==> config.mk <==
export PLATFORM = sky130hd
export DESIGN_NAME = i2s_tx_serializer
export DESIGN_NICKNAME = d
export VERILOG_FILES = /design/src/rtl/i2s_tx_serializer.sv
export SDC_FILE = /design/constraint.sdc
export NUM_CORES = 1
export LEC_CHECK = 0
export BUFFER_PORTS_ARGS = -buffer_cell sky130_fd_sc_hd__buf_2
export CAP_MARGIN = 20
export CELL_PAD_IN_SITES_DETAIL_PLACEMENT = 1
export CELL_PAD_IN_SITES_GLOBAL_PLACEMENT = 1
export CORE_MARGIN = 4
export CORE_UTILIZATION = 41
export CTS_CLUSTER_DIAMETER = 30
export DETAILED_ROUTE_END_ITERATION = 12
export PLACE_DENSITY_LB_ADDON = 0.1
export SLEW_MARGIN = 20
export SYNTH_ARGS = -nofsm -noshare
export SYNTH_HDL_FRONTEND = slang
export SYNTH_SLANG_ARGS = --single-unit
==> constraint.sdc <==
create_clock -name clk -period 4.36 [get_ports clk]
set_input_delay 0.654 -clock clk [delete_from_list [all_inputs] [get_ports clk]]
set_output_delay 0.654 -clock clk [all_outputs]
set_load 0.01 [all_outputs]
==> src/rtl/i2s_tx_serializer.sv <==
module i2s_tx_serializer (
  input  logic        clk,
  input  logic        rst_n,
  input  logic        bit_tick,
  input  logic        ws,
  input  logic        wr_en,
  input  logic [31:0] wr_data,
  input  logic [2:0]  len_code,
  input  logic [1:0]  fmt,
  input  logic        mono,
  input  logic        repeat_last,
  input  logic        tx_start,
  input  logic        tx_stop,
  output logic        sdo,
  output logic        ready,
  output logic        underrun
);
  localparam int SW = 32;
  localparam int LW = $clog2(SW) + 1;

  logic [SW-1:0] hr, sh, prev_l, prev_r, la, ra, sel;
  logic [LW-1:0] len;
  logic full, active, run_req, under_q, ws_q, chg_d, ch_d, r_zero, sdo_q;
  logic pack16, pack8, shared, fmt_ok, lj, chg, start, chan, left_st;
  logic act_n, fetch, take, miss;

  always_comb begin
    case (len_code)
      3'd0:         len = LW'(SW);
      3'd1:         len = LW'(24);
      3'd2:         len = LW'(20);
      3'd3:         len = LW'(18);
      3'd4, 3'd5:   len = LW'(16);
      default:      len = LW'(8);
    endcase
  end

  assign pack16  = (len_code == 3'd5);
  assign pack8   = (len_code == 3'd7);
  assign shared  = pack16 | pack8 | mono;
  assign fmt_ok  = ~fmt[1];
  assign lj      = fmt[0];

  assign chg     = ws ^ ws_q;
  assign start   = bit_tick & fmt_ok & (lj ? chg : chg_d);
  assign chan    = lj ? ws : ch_d;
  assign left_st = start & ~chan;
  assign act_n   = left_st ? run_req : active;
  assign fetch   = start & act_n & (~chan | ~shared);
  assign take    = fetch & full;
  assign miss    = fetch & ~full;

  always_comb begin
    la = hr << (LW'(SW) - len);
    ra = la;
    if (pack16) begin
      la = {hr[15:0], 16'h0};
      ra = {hr[31:16], 16'h0};
    end else if (pack8) begin
      la = {hr[7:0], 24'h0};
      ra = {hr[15:8], 24'h0};
    end
  end

  always_comb begin
    if (!act_n)       sel = '0;
    else if (!chan)   sel = take ? la : (repeat_last ? prev_l : '0);
    else if (shared)  sel = r_zero ? '0 : prev_r;
    else              sel = take ? la : (repeat_last ? prev_r : '0);
  end

  always_ff @(posedge clk) begin
    if (!rst_n) begin
      hr      <= '0;
      sh      <= '0;
      prev_l  <= '0;
      prev_r  <= '0;
      full    <= 1'b0;
      active  <= 1'b0;
      run_req <= 1'b0;
      under_q <= 1'b0;
      ws_q    <= 1'b0;
      chg_d   <= 1'b0;
      ch_d    <= 1'b0;
      r_zero  <= 1'b0;
      sdo_q   <= 1'b0;
    end else begin
      if (bit_tick) begin
        ws_q  <= ws;
        chg_d <= chg;
        ch_d  <= ws;
        sdo_q <= fmt_ok & (start ? sel[SW-1] : sh[SW-1]);
        sh    <= start ? (sel << 1) : (sh << 1);
      end
      if (left_st) begin
        active <= run_req;
        r_zero <= ~take & ~repeat_last;
      end
      if (take && !chan) begin
        prev_l <= la;
        if (shared) prev_r <= ra;
      end
      if (take && chan) prev_r <= la;

      if (tx_stop)       run_req <= 1'b0;
      else if (tx_start) run_req <= 1'b1;

      if (tx_start)      under_q <= 1'b0;
      else if (miss)     under_q <= 1'b1;

      if (take)          full <= 1'b0;
      else if (wr_en)    full <= 1'b1;
      if (wr_en && !full) hr <= wr_data;
    end
  end

  assign sdo      = sdo_q;
  assign ready    = ~full;
  assign underrun = under_q;
endmodule

After elaboration in Yosys (flattened, before gate mapping)
Index checks and enable logic that the tools add are counted.
{"block": "word_totals", "regBits": 136, "in_bits": 46, "output_inout_bits": 3, "elab_cells": 74}
{"block": "op_classes", "addsub": 1, "eq_ne": 6, "n_shift": 1, "n_mux": 21, "bitwise_logic": 20, "n_reduce_logical": 13}
{"cell": "32-bit two-way mux", "count": 16}
{"cell": "32-bit by 6-bit left shift with 32-bit output", "count": 1}
{"cell": "6-bit one-hot mux with 5 select lines", "count": 1}
{"cell": "1-bit AND", "count": 9}
{"cell": "3-bit == test, second input constant", "count": 3}
{"cell": "2-bit OR reduction", "count": 4}
{"cell": "1-bit inverter", "count": 7}
{"cell": "3-bit by 2-bit == test with 1-bit output, second input constant", "count": 2}
{"cell": "6-bit subtractor, first input constant", "count": 1}
{"cell": "1-bit two-way mux", "count": 4}
{"cell": "2-bit nonzero test", "count": 2}
{"cell": "3-bit by 1-bit == test with 1-bit output, second input constant", "count": 1}
{"cell": "1-bit logical AND", "count": 3}
{"cell": "3-bit logical NOT", "count": 1}
{"cell": "1-bit OR", "count": 3}
{"cell": "1-bit logical NOT", "count": 2}
{"cell": "2-bit AND reduction", "count": 1}
{"cell": "1-bit XOR", "count": 1}

Longest topological paths before layout
Gate-level depths: netlist of the first run.
{"block": "depth", "word_depth": 14, "ltp_mapped": 18, "mapped_depth_nobuf": 10}

Least setup slack after synthesis of the first run
OpenSTA, ideal clock, no wires.
{"block": "synth_timing", "path_kind": "input to register", "from": "input len_code[2]", "to": "register sh[11]", "setup_ns": 0.116, "arrival_ns": 4.068, "required_ns": 4.244, "setup_slack_ns": 0.177, "path_stages": 16, "path_buffers": 7, "path_cell_list": "buf_2 clkbuf_1 clkbuf_1 buf_2 clkbuf_1 or3_1 ha_1 buf_4 xnor2_1 and2_1 buf_2 o21a_1 or3_1 mux2_2 a221o_1 a31o_1"}
{"block": "synth_between", "elab_chain_cells": 12, "elab_cells_between_ends": 25, "classes_between": "add/sub (1); eq/ne (6); shift (1); mux (9); bitwise (6); reduce/logical (2)"}
{"item": "start, declared", "line": "8", "rtl": "input logic [2:0] len_code,"}
{"item": "3-bit == test (on tied branches)", "line": "28, 38, 39"}
{"item": "2-bit OR reduction / 1-bit OR (equally long branches)", "line": "28, 40"}
{"item": "6-bit one-hot mux with 5 select lines / 1-bit OR (equally long branches)", "line": "28, 40"}
{"item": "6-bit subtractor / 1-bit inverter (equally long branches)", "line": "54, 49"}
{"item": "32-bit by 6-bit left shift with 32-bit output / 1-bit OR (equally long branches)", "line": "54, 49"}
{"item": "32-bit two-way mux / 1-bit AND (equally long branches)", "line": "59, 49"}
{"item": "32-bit two-way mux / 1-bit AND (equally long branches)", "line": "56, 50"}
{"item": "32-bit two-way mux", "line": "69", "rtl": "else sel = take ? la : (repeat_last ? prev_r : '0);"}
{"item": "32-bit two-way mux", "line": "68", "rtl": "else if (shared) sel = r_zero ? '0 : prev_r;"}
{"item": "32-bit two-way mux (*)", "line": "67", "rtl": "else if (!chan) sel = take ? la : (repeat_last ? prev_l : '0);"}
{"item": "32-bit two-way mux (*)", "line": "66", "rtl": "if (!act_n) sel = '0;"}
{"item": "32-bit two-way mux (*)", "line": "93", "rtl": "sh <= start ? (sel << 1) : (sh << 1);"}
{"item": "end signal, assigned", "line": "93"}
{"item": "end, declared", "line": "21", "rtl": "logic [SW-1:0] hr, sh, prev_l, prev_r, la, ra, sel;"}
Mark *: on every way between the ends. The rest lies on a longest branch, timed or not.
A chain may end at the register's enable or synchronous reset.

Worst setup path after layout of the first run
{"block": "layout_timing", "from": "input len_code[2]", "to": "register sh[31]"}
The elaborated chain is that of the path after synthesis.

==> impl_metrics.env, run 1 <==
export IMPL_outcome="completed"
export IMPL_diodes=0
export IMPL_first_pass_iters=7
export IMPL_cts_sinks=135
export IMPL_nets=1237
export IMPL_wl_mm=37.74
export IMPL_synthToLayoutAreaGrowth_pct=11.89
export IMPL_hold_class="primary input to register"
export IMPL_dieArea_um2=23880
export IMPL_ant_nets=0
export IMPL_clock_latency_ns=0.44
export IMPL_synth_edf_count=0
export IMPL_r2r_end="sh[25]"
export IMPL_pwr_share_seq=0.396
export IMPL_path_clk_slew_ns=0.07
export IMPL_multi_input_area_um2=5598
export IMPL_power_frac_clock=0.428
export IMPL_p_sw_uw=1132
export IMPL_nFillCells=2670
export IMPL_pre_cts_slack_ns=0.5575
export IMPL_cp_arrival_ns=3.61
export IMPL_track_usage=0.3133
export IMPL_endpoint_kind="register"
export IMPL_swShare=0.3390
export IMPL_routabilityCongestion=0.9533
export IMPL_pin_count=49
export IMPL_async_reset_ff_frac=0
export IMPL_wl_per_cell_um=25.54
export IMPL_portBuffers=48
export IMPL_antenna_found_initial=0
export IMPL_critPathMaxFanout=18
export IMPL_finalMaxSlewViolations=0
export IMPL_rsz0062_at_grt="no"
export IMPL_floorplan_initialDensity=0.4175
export IMPL_cts_tree="yes"
export IMPL_timing_hold_ws_ns=0.3725
export IMPL_hold_start="tx_stop"
export IMPL_ys_types=76
export IMPL_grt_pass1_wl_mm=58.12
export IMPL_seqCellArea_um2=2703
export IMPL_clk_path_buf_depth=2
export IMPL_finalHoldViolCount=0
export IMPL_fin_cells=1478
export IMPL_drt_iter0_drc=878
export IMPL_cp_required_ns=4.68
export IMPL_ys_flop_type="dfxtp_1"
export IMPL_fin_skew_ns=0.01630
export IMPL_synth_area_um2=8805
export IMPL_fin_crit_ns=3.290
export IMPL_grt_max_degree=60
export IMPL_fin_crit_sh=0.7547
export IMPL_drive_above_1_share=0.1397
export IMPL_final_cell_area_um2=9852
export IMPL_cts_root_buf="clkbuf_16"
export IMPL_power_per_cell_area_nw_per_um2=339.1
export IMPL_drcViolationCount=0
export IMPL_max_slew_margin=0.3300
export IMPL_post_cts_buffers=0
export IMPL_placedCellCount=1446
export IMPL_setup_viol=0
export IMPL_via_count=9548
export IMPL_drv_cap=0
export IMPL_dpl_hpwl_mm=26.60
export IMPL_critPathLaunchType="primary input"
export IMPL_r2r_start="ch_d"
export IMPL_routed_via_density=6.460
export IMPL_die_h_um=154.5
export IMPL_synth_nets=1236
export IMPL_p_int_uw=2208
export IMPL_rows=53
export IMPL_max_freq_mhz=303.9
export IMPL_reg2regPathDepth=7
export IMPL_p_leak_uw=0.003630
export IMPL_irDropWorstVdd_v=0.0002139
export IMPL_cts_buffers=17
export IMPL_h_tree_depth=4
export IMPL_grt_pass1_vias=9443
export IMPL_ys_seq_area_frac=0.3069
export IMPL_min_path_cells=2
export IMPL_synthCells=1189
export IMPL_die_width_um=154.5
export IMPL_core_area_um2=21090
export IMPL_post_cts_resized=0
export IMPL_holdPathEnd="run_req"
export IMPL_fin_setup_tns_ns=0
export IMPL_comb_power_share=0.176
export IMPL_avgSynthCellArea_um2=7.405
export IMPL_fin_ws_ns=1.070
export IMPL_worst_pin_slew_ns=1.005
export IMPL_crit_start="len_code[2]"
export IMPL_ys_warn_count=0
export IMPL_cts_hold_buffers=0
export IMPL_place_area_um2=9286
export IMPL_grt_overflow=0
export IMPL_r2r_setup_slack_ns=1.17
export IMPL_timing_worst_setup_path_type="primary input to register"
export IMPL_ys_seq_elements=135
==> routing by layer <==
metal	GRT usage	wire [µm]	vias up
met3	0.06939	2896	89
met5	0	0	-
met4	0.1161	1447	0
met2	0.4894	16770	389
li1	-	-	4382
met1	0.4248	16630	4688
==> cell usage in the layout (no fill, tap or decap), types with 14 or more instances in the layout <==
master     instances
nor2_1            90
inv_1             16
o21ai_0           74
mux2i_1           64
mux2_2            14
a21oi_1          158
nand3_1           51
dfxtp_1          135
nor3_1            22
buf_2             48
a211oi_1          25
o211ai_1          14
clkbuf_16         17
nand2_1          189
buf_4             44
==> stage by stage <==
step / power (µW) / util
CTS: 3341 / 0.4670
finish: 3340 / 0.4672
floorplan: 1707 / -
global placement: 1915 / 0.4404
detailed placement: 1922 / 0.4404
global route: 3453 / 0.4672
==> sequential cells by signal, summed over array words and instances, names as in the netlist <==
name	count
hr	32
prev_l	32
prev_r	32
sh	31
active	1
ch_d	1
chg_d	1
full	1
r_zero	1
run_req	1
sdo	1
underrun	1
==> cells in the mapped netlist (16+ instances only) <==
master	count	area (µm²)
nand2_1	189	709.4
a21oi_1	159	795.8
dfxtp_1	135	2703
nor2_1	90	337.8
clkbuf_1	79	296.5
o21ai_0	74	370.4
mux2i_1	65	650.6
nand3_1	51	255.2
a211oi_1	25	187.7
nor3_1	23	115.1
buf_2	17	85.08
inv_1	16	60.06
==> power by group through the flow <==
stage / clock, µW / sequential (µW) / combinational (µW)
global route: 1490 / 1320 / 634
finish: 1430 / 1320 / 588
global placement: 0 / 1350 / 568
floorplan: 0 / 1300 / 406
CTS: 1440 / 1320 / 579
detailed placement: 0 / 1350 / 574
==> cell type report <==
class,count,share of cell area
Timing Repair Buffer,92,0.05791
Sequential cell,135,0.2743
Inverter,20,0.007620
Clock inverter,15,0.01384
Tap cell,275,0.03493
Multi-Input combinational cell,924,0.5682
Clock buffer,17,0.04318
==> how the worst max path moves through the flow <==
stage | endpoint | cells after the start | slack [ns]
floorplan | sh[11] | 16 | 0.18
global placement | sh[2] | 10 | 0.63
detailed placement | sh[2] | 10 | 0.56
CTS | sh[2] | 10 | 0.99
global route | sh[31] | 11 | 0.85
finish | sh[31] | 11 | 1.07
==> worst max-delay path, stage by stage <==
cell and delay [ns]:
buf_2 0.15, or3_1 0.38, ha_2 0.33, buf_4 0.26, nor3_1 0.40, or3_1 0.24
nor2_1 0.05, o31a_1 0.27, nor4_1 0.58, o311a_1 0.25, a21oi_1 0.04
==> kinds of logic after synthesis <==
group / Yosys count / synth area share
AO/OA/AOI/OAI: 411 / 0.3007
XOR/XNOR: 3 / 0.002985
adder cells (fa/ha/maj): 2 / 0.002558
buffers and inverters: 130 / 0.05968
flip-flops: 135 / 0.3069
multiplexers: 89 / 0.1174
AND/OR/NAND/NOR: 419 / 0.2097
No activity file was read; power rests on OpenSTA's default activity.
==> inputs of run 2 (changes only) <==
- ABC_AREA: not set -> 1
- CORE_UTILIZATION: 41 -> 43
- clock period: 4.36 -> 3.25 ns (I/O delays scaled with it)
==> run 2 against run 1 <==
Against the previous run:
- global-route usage is 2.9 points lower
- flip-flop and latch count stayed put
- first-iteration DRC count is 23% lower
- sequential power is 33% higher
- synthesized cell count is 9.4% higher
- critical path depth is 7 higher
- hold slack worse by 0.16 ns
- sequential share of layout area is 2.0 points higher
- final cell count is 5.2% higher
- die area is 12% lower
- combinational power is 36% higher
- register-to-register slack worse by 0.47 ns
==> impl_metrics.env, run 2 <==
export IMPL_crit_slowest_cell="o21ai_0"
export IMPL_path_clk_slew_ns=0.06
export IMPL_synthMostInstantiatedCell="nand2_1"
export IMPL_die_width_um=145.4
export IMPL_critPathBufInv=4
export IMPL_p_leak_uw=0.003695
export IMPL_worst_pin_slew_ns=0.8105
export IMPL_synthToLayoutAreaGrowth_pct=13.12
export IMPL_async_reset_ff_frac=0
export IMPL_wl_mm=30.55
export IMPL_cpMostUsedCell="nand2_1"
export IMPL_swShare=0.3118
export IMPL_synth_area_um2=8114
export IMPL_synth_edf_count=0
export IMPL_pin_count=49
export IMPL_p_sw_uw=1403
export IMPL_synth_top_area_cell="dfxtp_1"
export IMPL_ys_seq_area_frac=0.3331
export IMPL_synth_nets=1348
export IMPL_clock_latency_ns=0.43
export IMPL_cts_sinks=135
export IMPL_floorplan_initialDensity=0.4441
export IMPL_path_delay_family="simple AND/OR/NAND/NOR gates"
export IMPL_drive_above_1_share=0.1078
export IMPL_finalMaxSlewViolations=0
export IMPL_hold_class="primary input to register"
export IMPL_power_per_cell_area_nw_per_um2=490.3
export IMPL_r2r_end="sh[9]"
export IMPL_wl_per_cell_um=19.64
export IMPL_outcome="completed"
export IMPL_path_cells="buf_2 > inv_1 > nand3_1 > ha_1 > clkinv_1 > buf_4 > nand2_1 > o21ai_0 > o21ai_0 > nand2_1 > nand3_1 > nand2_1 > o21ai_0 > nand2_1 > nand2_1 > nand2_1 > nand2_1 > a21oi_1"
export IMPL_ys_flop_type="dfxtp_1"
export IMPL_drcViolationCount=0
export IMPL_nets=1360
export IMPL_top_regs="hr (32), prev_l (32), prev_r (32)"
export IMPL_fin_skew_ns=0.01052
export IMPL_dieArea_um2=21130
export IMPL_antenna_found_initial=0
export IMPL_ant_nets=0
export IMPL_max_slew_margin=0.4591
export IMPL_nFillCells=2512
export IMPL_fin_crit_ns=2.575
export IMPL_critPathMaxFanout=10
export IMPL_post_cts_buffers=0
export IMPL_cp_required_ns=3.57
export IMPL_h_tree_depth=4
export IMPL_min_path_cells=2
export IMPL_critPathLaunchType="primary input"
export IMPL_reg2regPathDepth=13
export IMPL_total_power_uw=4500
export IMPL_final_common_cell="nand2_1"
export IMPL_grt_pass1_vias=8953
export IMPL_p_int_uw=3097
export IMPL_grt_overflow=0
export IMPL_dpl_hpwl_mm=20.90
export IMPL_r2r_setup_slack_ns=0.70
export IMPL_synthCells=1301
export IMPL_die_h_um=145.4
export IMPL_grt_pass1_wl_mm=48.93
export IMPL_ys_types=33
export IMPL_track_usage=0.2842
export IMPL_core_area_um2=18270
export IMPL_ys_top_cells_by_area="dfxtp_1 (33%), o21ai_0 (15%), nand2_1 (14%)"
export IMPL_r2r_start="ch_d"
export IMPL_power_frac_clock=0.431
export IMPL_ys_top_cells_by_count="nand2_1 (309), o21ai_0 (241), a21oi_1 (140)"
export IMPL_ys_warn_count=0
export IMPL_holdPathEnd="run_req"
export IMPL_diodes=0
export IMPL_cts_hold_buffers=0
export IMPL_finalHoldViolCount=0
export IMPL_drv_cap=0
export IMPL_rsz0062_at_grt="no"
export IMPL_synth_top_area_share=0.3331
export IMPL_routed_via_density=5.885
export IMPL_fin_setup_tns_ns=0
export IMPL_first_pass_iters=5
export IMPL_max_freq_mhz=388.3
export IMPL_avgSynthCellArea_um2=6.237
export IMPL_grt_max_degree=52
export IMPL_via_count=9151
export IMPL_setup_viol=0
export IMPL_ys_seq_elements=135
export IMPL_fin_crit_sh=0.7923
export IMPL_timing_worst_setup_path_type="primary input to register"
export IMPL_cts_tree="yes"
export IMPL_pwr_share_seq=0.391
export IMPL_irDropWorstVdd_v=0.0003905
export IMPL_portBuffers=48
export IMPL_final_cell_mix="nand2_1 (309), o21ai_0 (241), a21oi_1 (140)"
export IMPL_cts_root_buf="clkbuf_16"
export IMPL_post_cts_resized=0
export IMPL_drt_iter0_drc=678
export IMPL_cp_arrival_ns=2.90
export IMPL_rows=49
export IMPL_endpoint_kind="register"
export IMPL_routabilityCongestion=0.9461
export IMPL_hold_start="tx_stop"
export IMPL_cts_buffers=17
export IMPL_comb_power_share=0.178
export IMPL_clk_path_buf_depth=2
export IMPL_critPathMaxStageDelay_ns=0.33
## run 2: cell count changes after synthesis, sizes merged, moves of 24 or more
| cell | change |
|---|---|
| a211oi | -24 |
| mux2i | -61 |
| o21ai | +187 |
| nand3 | +24 |
| inv | +77 |
| nand2 | +120 |
## run 2: stage by stage
step	instances	util	instance area, µm²	worst slack, ns	hold slack [ns]
after floorplan	1301	-	8114	0.3468	0.4270
after global placement	1523	0.4706	8598	0.3189	0.4372
after detailed placement	1523	0.4706	8598	0.2322	0.4457
after CTS	1555	0.5024	9179	0.6825	0.2082
after global routing	1555	0.5024	9179	0.3909	0.2169
final	1555	0.5024	9179	0.6750	0.2153
## run 2: area by class of cell
class | instances | area, µm² | area share
multi-input cells | 968 | 4631 | 0.5045
inverters | 96 | 360.3 | 0.03926
clock buffers | 22 | 484.2 | 0.05275
clock inverters | 10 | 96.34 | 0.01050
repair buffers | 95 | 618.1 | 0.06734
well taps | 229 | 286.5 | 0.03122
flip-flops and latches | 135 | 2703 | 0.2944
## run 2: cell families after synthesis
family,after synthesis,share of synthesized area
AO/OA/AOI/OAI,477,0.3158
adder cells (fa/ha/maj),1,0.001542
buffers and inverters,198,0.09653
flip-flops,135,0.3331
multiplexers,4,0.004935
AND/OR/NAND/NOR,486,0.2481
## run 2: per-layer routing
layer | vias up | GRT usage | wire length [µm]
met5 | - | 0 | 0
met4 | 0 | 0.1054 | 941
met3 | 56 | 0.04360 | 1471
met2 | 252 | 0.4735 | 14440
met1 | 4433 | 0.3737 | 13690
li1 | 4410 | - | -
## run 2: power groups by stage
stage          sequential (µW)  combinational (µW)  clock (µW)
2_1_floorplan             1770                 498           0
3_3_place_gp              1790                 772           0
3_5_place_dp              1790                 782           0
4_1_cts                   1760                 789        1950
5_1_grt                   1760                 884        2020
6_report                  1760                 801        1940
## run 2: worst reg2reg max path: cells and delay by family, from the launching register on
kind                   cells  cell delay [ns]
AND/OR/NAND/NOR            9             1.32
AO/OA/AOI/OAI              2             0.31
buffers and inverters      2             0.47
flip-flops                 1             0.33
## run 2: worst max-delay path by stage
| stage | slack (ns) | startpoint | cells after the start | to |
|---|---|---|---|---|
| after global placement | 0.32 | len_code[0] | 18 | sh[26] |
| after CTS | 0.68 | len_code[0] | 18 | sh[26] |
| after global routing | 0.39 | len_code[0] | 18 | sh[26] |
| after detailed placement | 0.23 | len_code[0] | 18 | sh[26] |
| final | 0.67 | len_code[0] | 18 | sh[26] |
| after floorplan | 0.35 | len_code[2] | 18 | sh[25] |
==> inputs of run 3 (changes only) <==
- ABC_AREA: 1 -> 0
- CORE_UTILIZATION: 43 -> 46
- clock period: 3.25 -> 2.5 ns (I/O delays scaled with it)
==> run 3 against run 2 <==
Against the previous run:
- the flow now finishes with violations (negative setup slack)
- hold slack lost 0.11 ns
- clock skew grew 0.0023 ns
- wire length grew 36%
- clock power grew 29%
- non-clock buffer count grew 156
- total power grew 39%
- critical path type unchanged
- sequential share of layout area shrank 6.1 points
- count of clock-buffer cells in the layout shrank 4
- global-route usage grew 9.7 points
- die area grew 1.4%
- combinational power grew 79%
==> impl_metrics.env, run 3 (synthesis results as in run 1) <==
export IMPL_outcome="finished, violations left"
export IMPL_violations="negative setup slack"
export IMPL_first_pass_iters=6
export IMPL_die_h_um=146.4
export IMPL_cpMostUsedCell="or3_4"
export IMPL_floorplan_initialDensity=0.4691
export IMPL_path_cells="buf_6 > or3_4 > ha_4 > buf_8 > xnor2_4 > and2_4 > o21a_1 > or3_4 > mux2_4 > a221o_1 > a31o_1"
export IMPL_cts_sinks=135
export IMPL_holdPathEnd="run_req"
export IMPL_hold_start="tx_stop"
export IMPL_critPathLaunchType="primary input"
export IMPL_clk_path_buf_depth=2
export IMPL_cp_arrival_ns=2.84
export IMPL_max_slew_margin=0.5419
export IMPL_grt_overflow=0
export IMPL_core_area_um2=18770
export IMPL_grt_pass1_vias=10859
export IMPL_min_path_cells=2
export IMPL_synthToLayoutAreaGrowth_pct=31.49
export IMPL_portBuffers=48
export IMPL_via_count=10589
export IMPL_r2r_end="sh[14]"
export IMPL_cts_buffers=17
export IMPL_pin_count=49
export IMPL_cts_root_buf="clkbuf_16"
export IMPL_die_width_um=146.4
export IMPL_cp_required_ns=2.82
export IMPL_drcViolationCount=0
export IMPL_critPathMaxFanout=6
export IMPL_nFillCells=2326
export IMPL_hold_class="primary input to register"
export IMPL_rows=50
export IMPL_track_usage=0.3808
export IMPL_grt_pass1_wl_mm=63.90
export IMPL_nets=1396
export IMPL_pre_cts_slack_ns=-0.5535
export IMPL_wl_per_cell_um=25.93
export IMPL_drt_iter0_drc=1035
export IMPL_r2r_setup_slack_ns=0.15
export IMPL_worst_pin_slew_ns=0.6857
export IMPL_antenna_found_initial=1
export IMPL_top_regs="hr (32), prev_l (32), prev_r (32)"
export IMPL_reg2regPathDepth=9
export IMPL_max_freq_mhz=396.4
export IMPL_setup_viol=1
export IMPL_final_cell_mix="nand2_1 (188), buf_4 (188), a21oi_1 (151)"
export IMPL_dieArea_um2=21420
export IMPL_drv_cap=0
export IMPL_critPathMaxStageDelay_ns=0.40
export IMPL_drive_above_1_share=0.2827
export IMPL_fin_crit_ns=2.522
export IMPL_dpl_hpwl_mm=29.22
export IMPL_cts_tree="yes"
export IMPL_crit_slowest_cell="or3_4"
export IMPL_fin_crit_sh=1.009
export IMPL_endpoint_kind="register"
export IMPL_clock_latency_ns=0.44
export IMPL_irDropWorstVdd_v=0.0004494
export IMPL_r2r_start="ch_d"
export IMPL_fin_ws_ns=-0.02239
export IMPL_finalMaxSlewViolations=0
export IMPL_finalHoldViolCount=0
export IMPL_wl_mm=41.42
export IMPL_p_leak_uw=0.004566
export IMPL_total_power_uw=6242
export IMPL_routed_via_density=6.631
export IMPL_rsz0062_at_grt="yes"
export IMPL_fin_skew_ns=0.01282
export IMPL_grt_max_degree=47
export IMPL_routabilityCongestion=1.006
export IMPL_timing_worst_setup_path_type="primary input to register"
export IMPL_power_per_cell_area_nw_per_um2=539.1
export IMPL_path_clk_slew_ns=0.06
export IMPL_cts_hold_buffers=0
export IMPL_h_tree_depth=4
export IMPL_ant_nets=0
run 3: changes by cell type in the layout (fill, tap and decap cells not counted), sizes merged, moves of 15 or more:
cell,before,now
a211oi,1,25
a21oi,140,159
buf,95,251
inv,95,28
mux2i,4,65
nand2,309,189
nand3,75,51
nor3,8,23
o211ai,33,14
o21ai,264,77
run 3: area by class of cell:
cell class                 instances  area [µm²]  area share
antenna                            1       2.502   0.0002161
multi-input combinational        924        6012      0.5193
clock buffer                      18       439.2     0.03793
inverter                          20       82.58    0.007133
timing repair buffer             251        1917      0.1656
tap                              234       292.8     0.02529
sequential                       135        2704      0.2335
clock inverter                    14       127.6     0.01102
run 3: how the worst max path moves through the flow:
stage	to	slack [ns]	cells after the start	start
6_report	sh[11]	-0.02	11	len_code[2]
5_1_grt	sh[11]	-0.08	12	len_code[2]
4_1_cts	sh[11]	-0.06	11	len_code[1]
3_5_place_dp	sh[11]	-0.55	11	len_code[1]
3_3_place_gp	sh[11]	-0.45	11	len_code[1]
2_1_floorplan	sh[11]	-1.00	16	len_code[2]
run 3: worst max-delay path: cells and delay by family:
family	cells	cell delay, ns
compound gates	3	0.69
xor+xnor	1	0.13
buf+inv	2	0.23
mux	1	0.30
fa+ha+maj	1	0.18
simple gates	3	0.94
run 3: per-stage QoR:
stage / TNS, ns / hold slack [ns] / instances / area (µm²) / utilization
floorplan: -44.69 / 0.4274 / 1189 / 9209 / -
global placement: -19.97 / 0.4370 / 1556 / 10680 / 0.5692
detailed placement: -24.97 / 0.4467 / 1556 / 10680 / 0.5692
CTS: -0.07888 / 0.09626 / 1588 / 11280 / 0.6013
global route: -0.3940 / 0.1022 / 1596 / 11570 / 0.6167
finish: -0.02239 / 0.1074 / 1597 / 11580 / 0.6169
run 3: routing by layer:
metal  up-vias  global-route usage  share of wire
met3       141             0.09156          0.082
met1      5242              0.4892           0.41
met5         -                   0        0.00031
met2       515              0.5994           0.46
met4         2              0.1896          0.053
li1       4689                   -              -
run 3: where the power goes:
| part | internal, µW | switching [µW] | leakage (µW) |
|---|---|---|---|
| Combinational | 597 | 837 | 0.00320 |
| Sequential | 2200 | 102 | 0.00109 |
| Clock | 1340 | 1170 | 0.000275 |
run 3: repair_timing:
item,in CTS,in global routing
pin swaps,1,17
setup buffers,0,8
endpoints found under the setup margin,8,50
gates resized for setup,8,51
